==> config.mk <==
export PLATFORM = sky130hd
export DESIGN_NAME = burst_col_seq
export DESIGN_NICKNAME = d
export VERILOG_FILES = /design/src/rtl/bcs_pkg.sv /design/src/rtl/bcs_len_decode.sv /design/src/rtl/bcs_col_form.sv /design/src/rtl/burst_col_seq.sv
export SDC_FILE = /design/constraint.sdc
export NUM_CORES = 1
export LEC_CHECK = 0
export ABC_CLOCK_PERIOD_IN_PS = 2400
export BUFFER_PORTS_ARGS = -buffer_cell sky130_fd_sc_hd__buf_2
export CAP_MARGIN = 25
export CORE_ASPECT_RATIO = 0.6
export CORE_MARGIN = 2
export CORE_UTILIZATION = 55
export CTS_BUF_LIST = sky130_fd_sc_hd__clkbuf_16
export DETAILED_ROUTE_END_ITERATION = 8
export PLACE_DENSITY = 0.84
export SLEW_MARGIN = 0
export SYNTH_ARGS = -nofsm -noshare
export SYNTH_HDL_FRONTEND = slang
export SYNTH_HIERARCHICAL = 1
export SYNTH_SLANG_ARGS = --single-unit
==> constraint.sdc <==
create_clock -name clk -period 2.4 [get_ports clk]
set_input_delay 0.12 -clock clk [delete_from_list [all_inputs] [get_ports clk]]
set_output_delay 0.12 -clock clk [all_outputs]
set_load 0.01 [all_outputs]
==> src/rtl/bcs_pkg.sv <==
package bcs_pkg;
  localparam int LEN_W = 3;
  localparam logic [LEN_W-1:0] LEN_1    = 3'd0;
  localparam logic [LEN_W-1:0] LEN_2    = 3'd1;
  localparam logic [LEN_W-1:0] LEN_4    = 3'd2;
  localparam logic [LEN_W-1:0] LEN_8    = 3'd3;
  localparam logic [LEN_W-1:0] LEN_PAGE = 3'd4;
endpackage

==> src/rtl/bcs_len_decode.sv <==
module bcs_len_decode
  import bcs_pkg::*;
#(
  parameter int COL_W = 8
) (
  input  logic [LEN_W-1:0] len_code,
  input  logic             ilv,
  output logic [COL_W-1:0] wrap_mask,
  output logic             page,
  output logic             legal
);
  always_comb begin
    wrap_mask = '0;
    page      = 1'b0;
    legal     = 1'b1;
    unique case (len_code)
      LEN_1:    wrap_mask = '0;
      LEN_2:    wrap_mask = COL_W'(1);
      LEN_4:    wrap_mask = COL_W'(3);
      LEN_8:    wrap_mask = COL_W'(7);
      LEN_PAGE: begin
        wrap_mask = '1;
        page      = 1'b1;
        legal     = !ilv;
      end
      default:  legal = 1'b0;
    endcase
  end
endmodule

==> src/rtl/bcs_col_form.sv <==
module bcs_col_form #(
  parameter int COL_W = 8
) (
  input  logic [COL_W-1:0] base,
  input  logic [COL_W-1:0] beat,
  input  logic [COL_W-1:0] wrap_mask,
  input  logic             ilv,
  output logic [COL_W-1:0] col
);
  logic [COL_W-1:0] lin_sum;
  assign lin_sum = base + beat;

  for (genvar i = 0; i < COL_W; i++) begin : g_bit
    assign col[i] = wrap_mask[i] ? (ilv ? (base[i] ^ beat[i]) : lin_sum[i])
                                 : base[i];
  end
endmodule

==> src/rtl/burst_col_seq.sv <==
module burst_col_seq
  import bcs_pkg::*;
#(
  parameter int COL_W = 8
) (
  input  logic             clk,
  input  logic             rst_n,
  input  logic             start_i,
  input  logic [COL_W-1:0] start_col_i,
  input  logic [LEN_W-1:0] len_i,
  input  logic             ilv_i,
  input  logic             restart_i,
  input  logic [COL_W-1:0] restart_col_i,
  input  logic             stop_i,
  input  logic             col_ready_i,
  output logic [COL_W-1:0] col_o,
  output logic             col_valid_o,
  output logic             col_last_o,
  output logic             bad_req_o
);
  localparam logic [COL_W-1:0] BEAT_ONE = COL_W'(1);

  logic             act_q;
  logic [COL_W-1:0] base_q, beat_q, mask_q;
  logic             ilv_q, page_q, bad_q;

  logic [COL_W-1:0] req_mask;
  logic             req_page, req_legal;

  bcs_len_decode #(.COL_W(COL_W)) u_dec (
    .len_code (len_i),
    .ilv      (ilv_i),
    .wrap_mask(req_mask),
    .page     (req_page),
    .legal    (req_legal)
  );

  bcs_col_form #(.COL_W(COL_W)) u_form (
    .base     (base_q),
    .beat     (beat_q),
    .wrap_mask(mask_q),
    .ilv      (ilv_q),
    .col      (col_o)
  );

  logic at_last, take, load_start, load_restart;
  assign at_last      = act_q && !page_q && (beat_q == mask_q);
  assign take         = act_q && col_ready_i;
  assign load_start   = start_i && req_legal;
  assign load_restart = restart_i && act_q && !load_start;

  always_ff @(posedge clk) begin
    if (!rst_n) begin
      act_q  <= 1'b0;
      base_q <= '0;
      beat_q <= '0;
      mask_q <= '0;
      ilv_q  <= 1'b0;
      page_q <= 1'b0;
      bad_q  <= 1'b0;
    end else begin
      bad_q <= start_i && !req_legal;
      if (load_start) begin
        act_q  <= 1'b1;
        base_q <= start_col_i;
        beat_q <= '0;
        mask_q <= req_mask;
        ilv_q  <= ilv_i;
        page_q <= req_page;
      end else if (load_restart) begin
        base_q <= restart_col_i;
        beat_q <= '0;
      end else if (stop_i) begin
        act_q <= 1'b0;
      end else if (take) begin
        if (at_last) act_q  <= 1'b0;
        else         beat_q <= beat_q + BEAT_ONE;
      end
    end
  end

  assign col_valid_o = act_q;
  assign col_last_o  = at_last;
  assign bad_req_o   = bad_q;
endmodule

* Yosys cells after proc, flatten, opt, wreduce, memory -nomap -nowiden *
Index checks and enable logic that the tools add are counted.

word-level totals
  flip-flop bits (word level) = 28
  input bits = 26
  output and inout bits = 11
  word-level logic and storage cells = 71

operators by class
  add/sub/neg operators = 2
  eq/ne operators = 6
  muxes and demuxes = 26
  bitwise operators = 11
  reductions and logical operators = 19

operator list
  cell                   count
  $pmux W8 S4            1
  $mux W1                22
  $mux W8                2
  $add A8 B1 Y8 const B  1
  $add A8 B8 Y8          1
  $eq A8 B8 Y1           1
  $xor A1 B1 Y1          8
  $logic_and A1 B1 Y1    7
  $eq A3 B2 Y1 const B   2
  $reduce_and A3 Y1      2
  $reduce_bool A3 Y1     2
  $logic_not A1 Y1       4
  $reduce_or A4 Y1       1
  $eq A3 B1 Y1 const B   1
  $eq A3 B3 Y1 const B   1
  $logic_not A3 Y1       1
  $not A1 Y1             3
  $reduce_or A3 Y1       1
  $ne A2 B2 Y1 const B   1
  $pmux W1 S2            1
  $reduce_bool A2 Y1     1

* Depth between registers and ports, before layout *
  word-level depth = 8
  gate-level depth with buffers = 8

* Hierarchy *
Netlist, hierarchy kept.

modules (own cells, without submodules)
  module          instances  cells an instance  area an instance (µm²)  sequential area each (µm²)
  burst_col_seq   1          150                1300.0                  560.5
  bcs_col_form    1          61                 417.9                   0.0
  bcs_len_decode  1          12                 92.6                    0.0

* Worst setup path after synthesis *
OpenSTA, ideal clock, no wires.

  path kind = reg-to-output
  from = reg beat_q[0]
  to = out col_o[6]
  data arrival time = 2078 ps
  required time = 2280 ps
  slack = 202 ps
  stages on the path, launching flop included = 9
  cell sequence = dfxtp_1 -> ha_1 -> inv_1 -> fa_1 -> or2b_1 -> a211oi_1 -> a31oi_1 -> xnor2_1 -> mux2_2

on the way
  longest elaborated chain between the ends = 3

ends and longest elaborated chain
  element                 line                 source
  start, declared         burst_col_seq.sv:24  logic [COL_W-1:0] base_q, beat_q, mask_q;
  start signal, assigned  burst_col_seq.sv:77  else beat_q <= beat_q + BEAT_ONE;
  $add A8 B8 Y8           bcs_col_form.sv:11   assign lin_sum = base + beat;
  $mux W1 (2 in series)   bcs_col_form.sv:14   assign col[i] = wrap_mask[i] ? (ilv ? (base[i] ^ beat[i]) : lin_sum[i])
  end, declared           burst_col_seq.sv:16  output logic [COL_W-1:0] col_o,

No other way between the ends.

* Worst setup path in the final report *
Ends and elaborated chain as after synthesis.

==> metrics.md <==
| Metric | Value |
|---|---|
| Pre-antenna DRT Iters | 4 |
| CP endpoint kind | output port |
| Post-synthesis cell count | 223 |
| Maximum fanout along the worst path | 2 |
| Die W | ~78 µm |
| Crit path arrival time | about 2.3 ns |
| Max_slew headroom | about half |
| Final worst slack | -0.00517 ns |
| Logic gate share of total power | between 10% and 20% |
| Pwr Total | 1.06 mW |
| CP max-delay cell | dfxtp_2 |
| Failing checks | negative setup slack |
| PD cells | approximately 480 nW/µm² |
| Fin Hold WS | about 0.1 ns |
| Reg area | 573 µm² |
| Placer Congestion | just over 0.9 |
| Latest clock arrival within the worst-skew pair | approximately 0.26 ns |
| Worst-margin pin slew | roughly 0.74 ns |
| Worst-path clk slew | 0.07 ns |
| VDD IR max | ~320 µV |
| Top-area cell type share of the netlist area | 31.0% |
| Metal2 WL | ~2100 µm |
| Clock buffer depth | 2 |
| Seq cells post-synth | 28 |
| I/O Buffers | 36 |
| Worst clock skew | ~0.0033 ns |
| Commonest cells after routing, fill and taps aside | nand2_1, buf_2, dfxtp_1 |
| Fraction of registers with async set/reset | 0% |
| Sequential share of power | a little under half |
| Initial antenna violation count | 0 |
| Final min period | 2.41 ns |
| Die height | around 48 µm |
| Hold Crit Class | input port to register |
| M1 wire length | ~2100 µm |
| CTS tree | yes |
| Top cell type by total area after synthesis | dfxtp_1 |
| Unrepaired setup endpoints after global routing | true |
| Switching Power | approximately 0.27 mW |
| Met3 wire len | about 270 µm |
| Setup Crit Path Kind | register to output port |
| Vias per cell | between 5 and 6 |
| HPWL after DPL | approximately 3200 µm |
| Slowest stage delay, CP | ~0.36 ns |
| Vias in the first global route | roughly 1700 |
| Synth cell types | 50 |
| Total track usage | between 20% and 30% |
| Layout fillers | 278 |
| Period utilization | 100% |
| Fmax | 416 MHz |
| Pint | about 0.79 mW |
| Vias post-DR | 1739 |
| Share of cells above drive strength 1 | roughly 30% |
| Fin. Hold Viols | 0 |
| Area occupied by multi-input gates | approximately 1200 µm² |
| Fin util | 69.2% |
| Synth warn | 6 |
| CP cell instances | ha_4 > inv_2 > fa_2 > or2b_1 > a211oi_2 > a31oi_1 > xnor2_1 > mux2_4 > buf_6 |
| Final #Nets | 296 |
| Final wirelength | 4470 µm |
| Remaining global-route overflow | 0 |
| Max layer used | met4 |
| DRC violations left | 0 |
| Max-cap violations | 0 |
| Setup violations, final | 1 |
| Synth Cell Area | about 1800 µm² |
| Clk pwr share | 35.3% |
| Drt initial violations | 62 |
| WP buf/inv | 2 |
| Clock Sinks | 28 |
| Most common flop cell mapped by yosys | dfxtp_1 |
| Root buffer cell | clkbuf_16 |
| Startpoint types | register |
| Core Region | ~3200 µm² |
| IO Pins | 37 |
| Initial Utilization | around 57% |
| FP Rows | 16 |
| TritonCTS Buffers | 3 |
| Per-cell routed wire length | approximately 15 µm |
| Area Overhead vs Synth | 22.5% |
| Largest net degree at the start of global routing | 19 |
| Pleak | between 0.9 and 1 nW |
| Post-route antenna net violation count | 0 |
| Worst slack at placement | ~0.091 ns |
| Die area | 3780 µm² |
| Net count after synthesis | between 200 and 300 |
| Sequential-to-total area share from yosys stat | between 30% and 40% |
| Max H-tree Level | 1 |
| Switching Fraction | about a quarter |
| N_diodes | 0 |
| Synth area leaders | dfxtp_1, nand2_1, ha_1 |
| Crit path max-delay family | adder cells |
| TNS Setup | -0.00517 ns |
| Most common cell after layout, fill and taps aside | nand2_1 |
| Required @ worst endpoint | 2.28 ns |
| Syn avg cell area | around 8.1 µm² |
| Status | finished with violations |
| EDFF count, synth | 0 |
| Final Max Tran Viols | 0 |
| First-pass GRT wire length | about 7300 µm |
## worst paths after layout
check,startpoint,end,slack (ns),cells past startpoint
max,beat_q[0],col_o[6],-0.005,9
max reg2reg,beat_q[2],beat_q[5],0.42,6
min reg2reg,page_q,page_q,0.47,2
min,start_i,bad_req_o,0.10,3
## power groups by stage
| stage | clock network [mW] | registers, mW | logic (mW) |
|---|---|---|---|
| floorplan | 0 | 0.506 | 0.114 |
| global placement | 0 | 0.511 | 0.163 |
| detailed placement | 0 | 0.512 | 0.168 |
| CTS | 0.380 | 0.502 | 0.174 |
| global route | 0.398 | 0.507 | 0.200 |
| finish | 0.374 | 0.505 | 0.181 |
## per-stage QoR
step	cell area, µm²	cells
after floorplan	1810	223
after global routing	2220	304
after global placement	2020	298
after detailed placement	2020	298
after CTS	2150	303
final	2220	304
## synth_stat cells, types with 2 or more instances
library cell,count
a31oi_1,2
a21o_1,2
inv_1,5
clkbuf_1,5
a211oi_1,2
a31o_1,3
nand3_1,3
a21oi_1,7
dfxtp_1,28
xnor2_1,6
o21ai_1,2
nand2b_1,3
a21oi_2,3
mux2_2,2
mux2i_1,10
buf_4,5
nor3b_1,2
and2_1,2
o21ai_0,13
nor2_1,18
a21boi_0,11
nand3b_1,2
ha_1,8
nand2_1,43
nand4_1,3
xor2_1,8
and3_1,2
## flip-flops by register name, summed over array words and instances, names as in the netlist
| name | flops |
|---|---|
| ilv_q | 1 |
| mask_q | 8 |
| page_q | 1 |
| beat_q | 8 |
| base_q | 8 |
| col_valid_o | 1 |
| bad_req_o | 1 |
## layout make-up
| cell class | count | share of cell area (%) |
|---|---|---|
| Tap cell | 45 | 2.54 |
| Inverter | 5 | 0.846 |
| Multi-Input combinational cell | 178 | 55.9 |
| Timing Repair Buffer | 45 | 11.5 |
| Clock buffer | 3 | 3.39 |
| Sequential cell | 28 | 25.8 |
## worst reg2reg max path, stage by stage (launching register included)
cell and delay, ns:
dfxtp_1 0.38, buf_4 0.17, xor2_1 0.18, nor4_2 0.09
a31oi_2 0.64, nand4_1 0.24, mux2i_1 0.16
## what timing repair did
action,4_1_cts,5_1_grt
buffers inserted,2,1
pin swaps,5,9
endpoints found under the setup margin,3,2
resized for setup,11,11
hold buffers,0,0
## kinds of logic (layout without fill, tap and decap cells)
logic type      count (synthesis)  in the layout  synth area share, %
simple gates                   89             89                 23.5
flops                          28             28                 31.0
xor+xnor                       14             14                 6.77
fa+ha+maj                       9              9                 6.63
buf+inv                        17             53                 5.05
mux                            12             12                 6.77
compound gates                 54             54                 20.3
## routing by layer
metal	up-vias	track usage, %
met3	10	5.78
met2	57	42.0
li1	850	-
met4	0	2.92
met5	-	0
met1	822	31.4
Note: power is estimated with default switching activity, not from simulation.
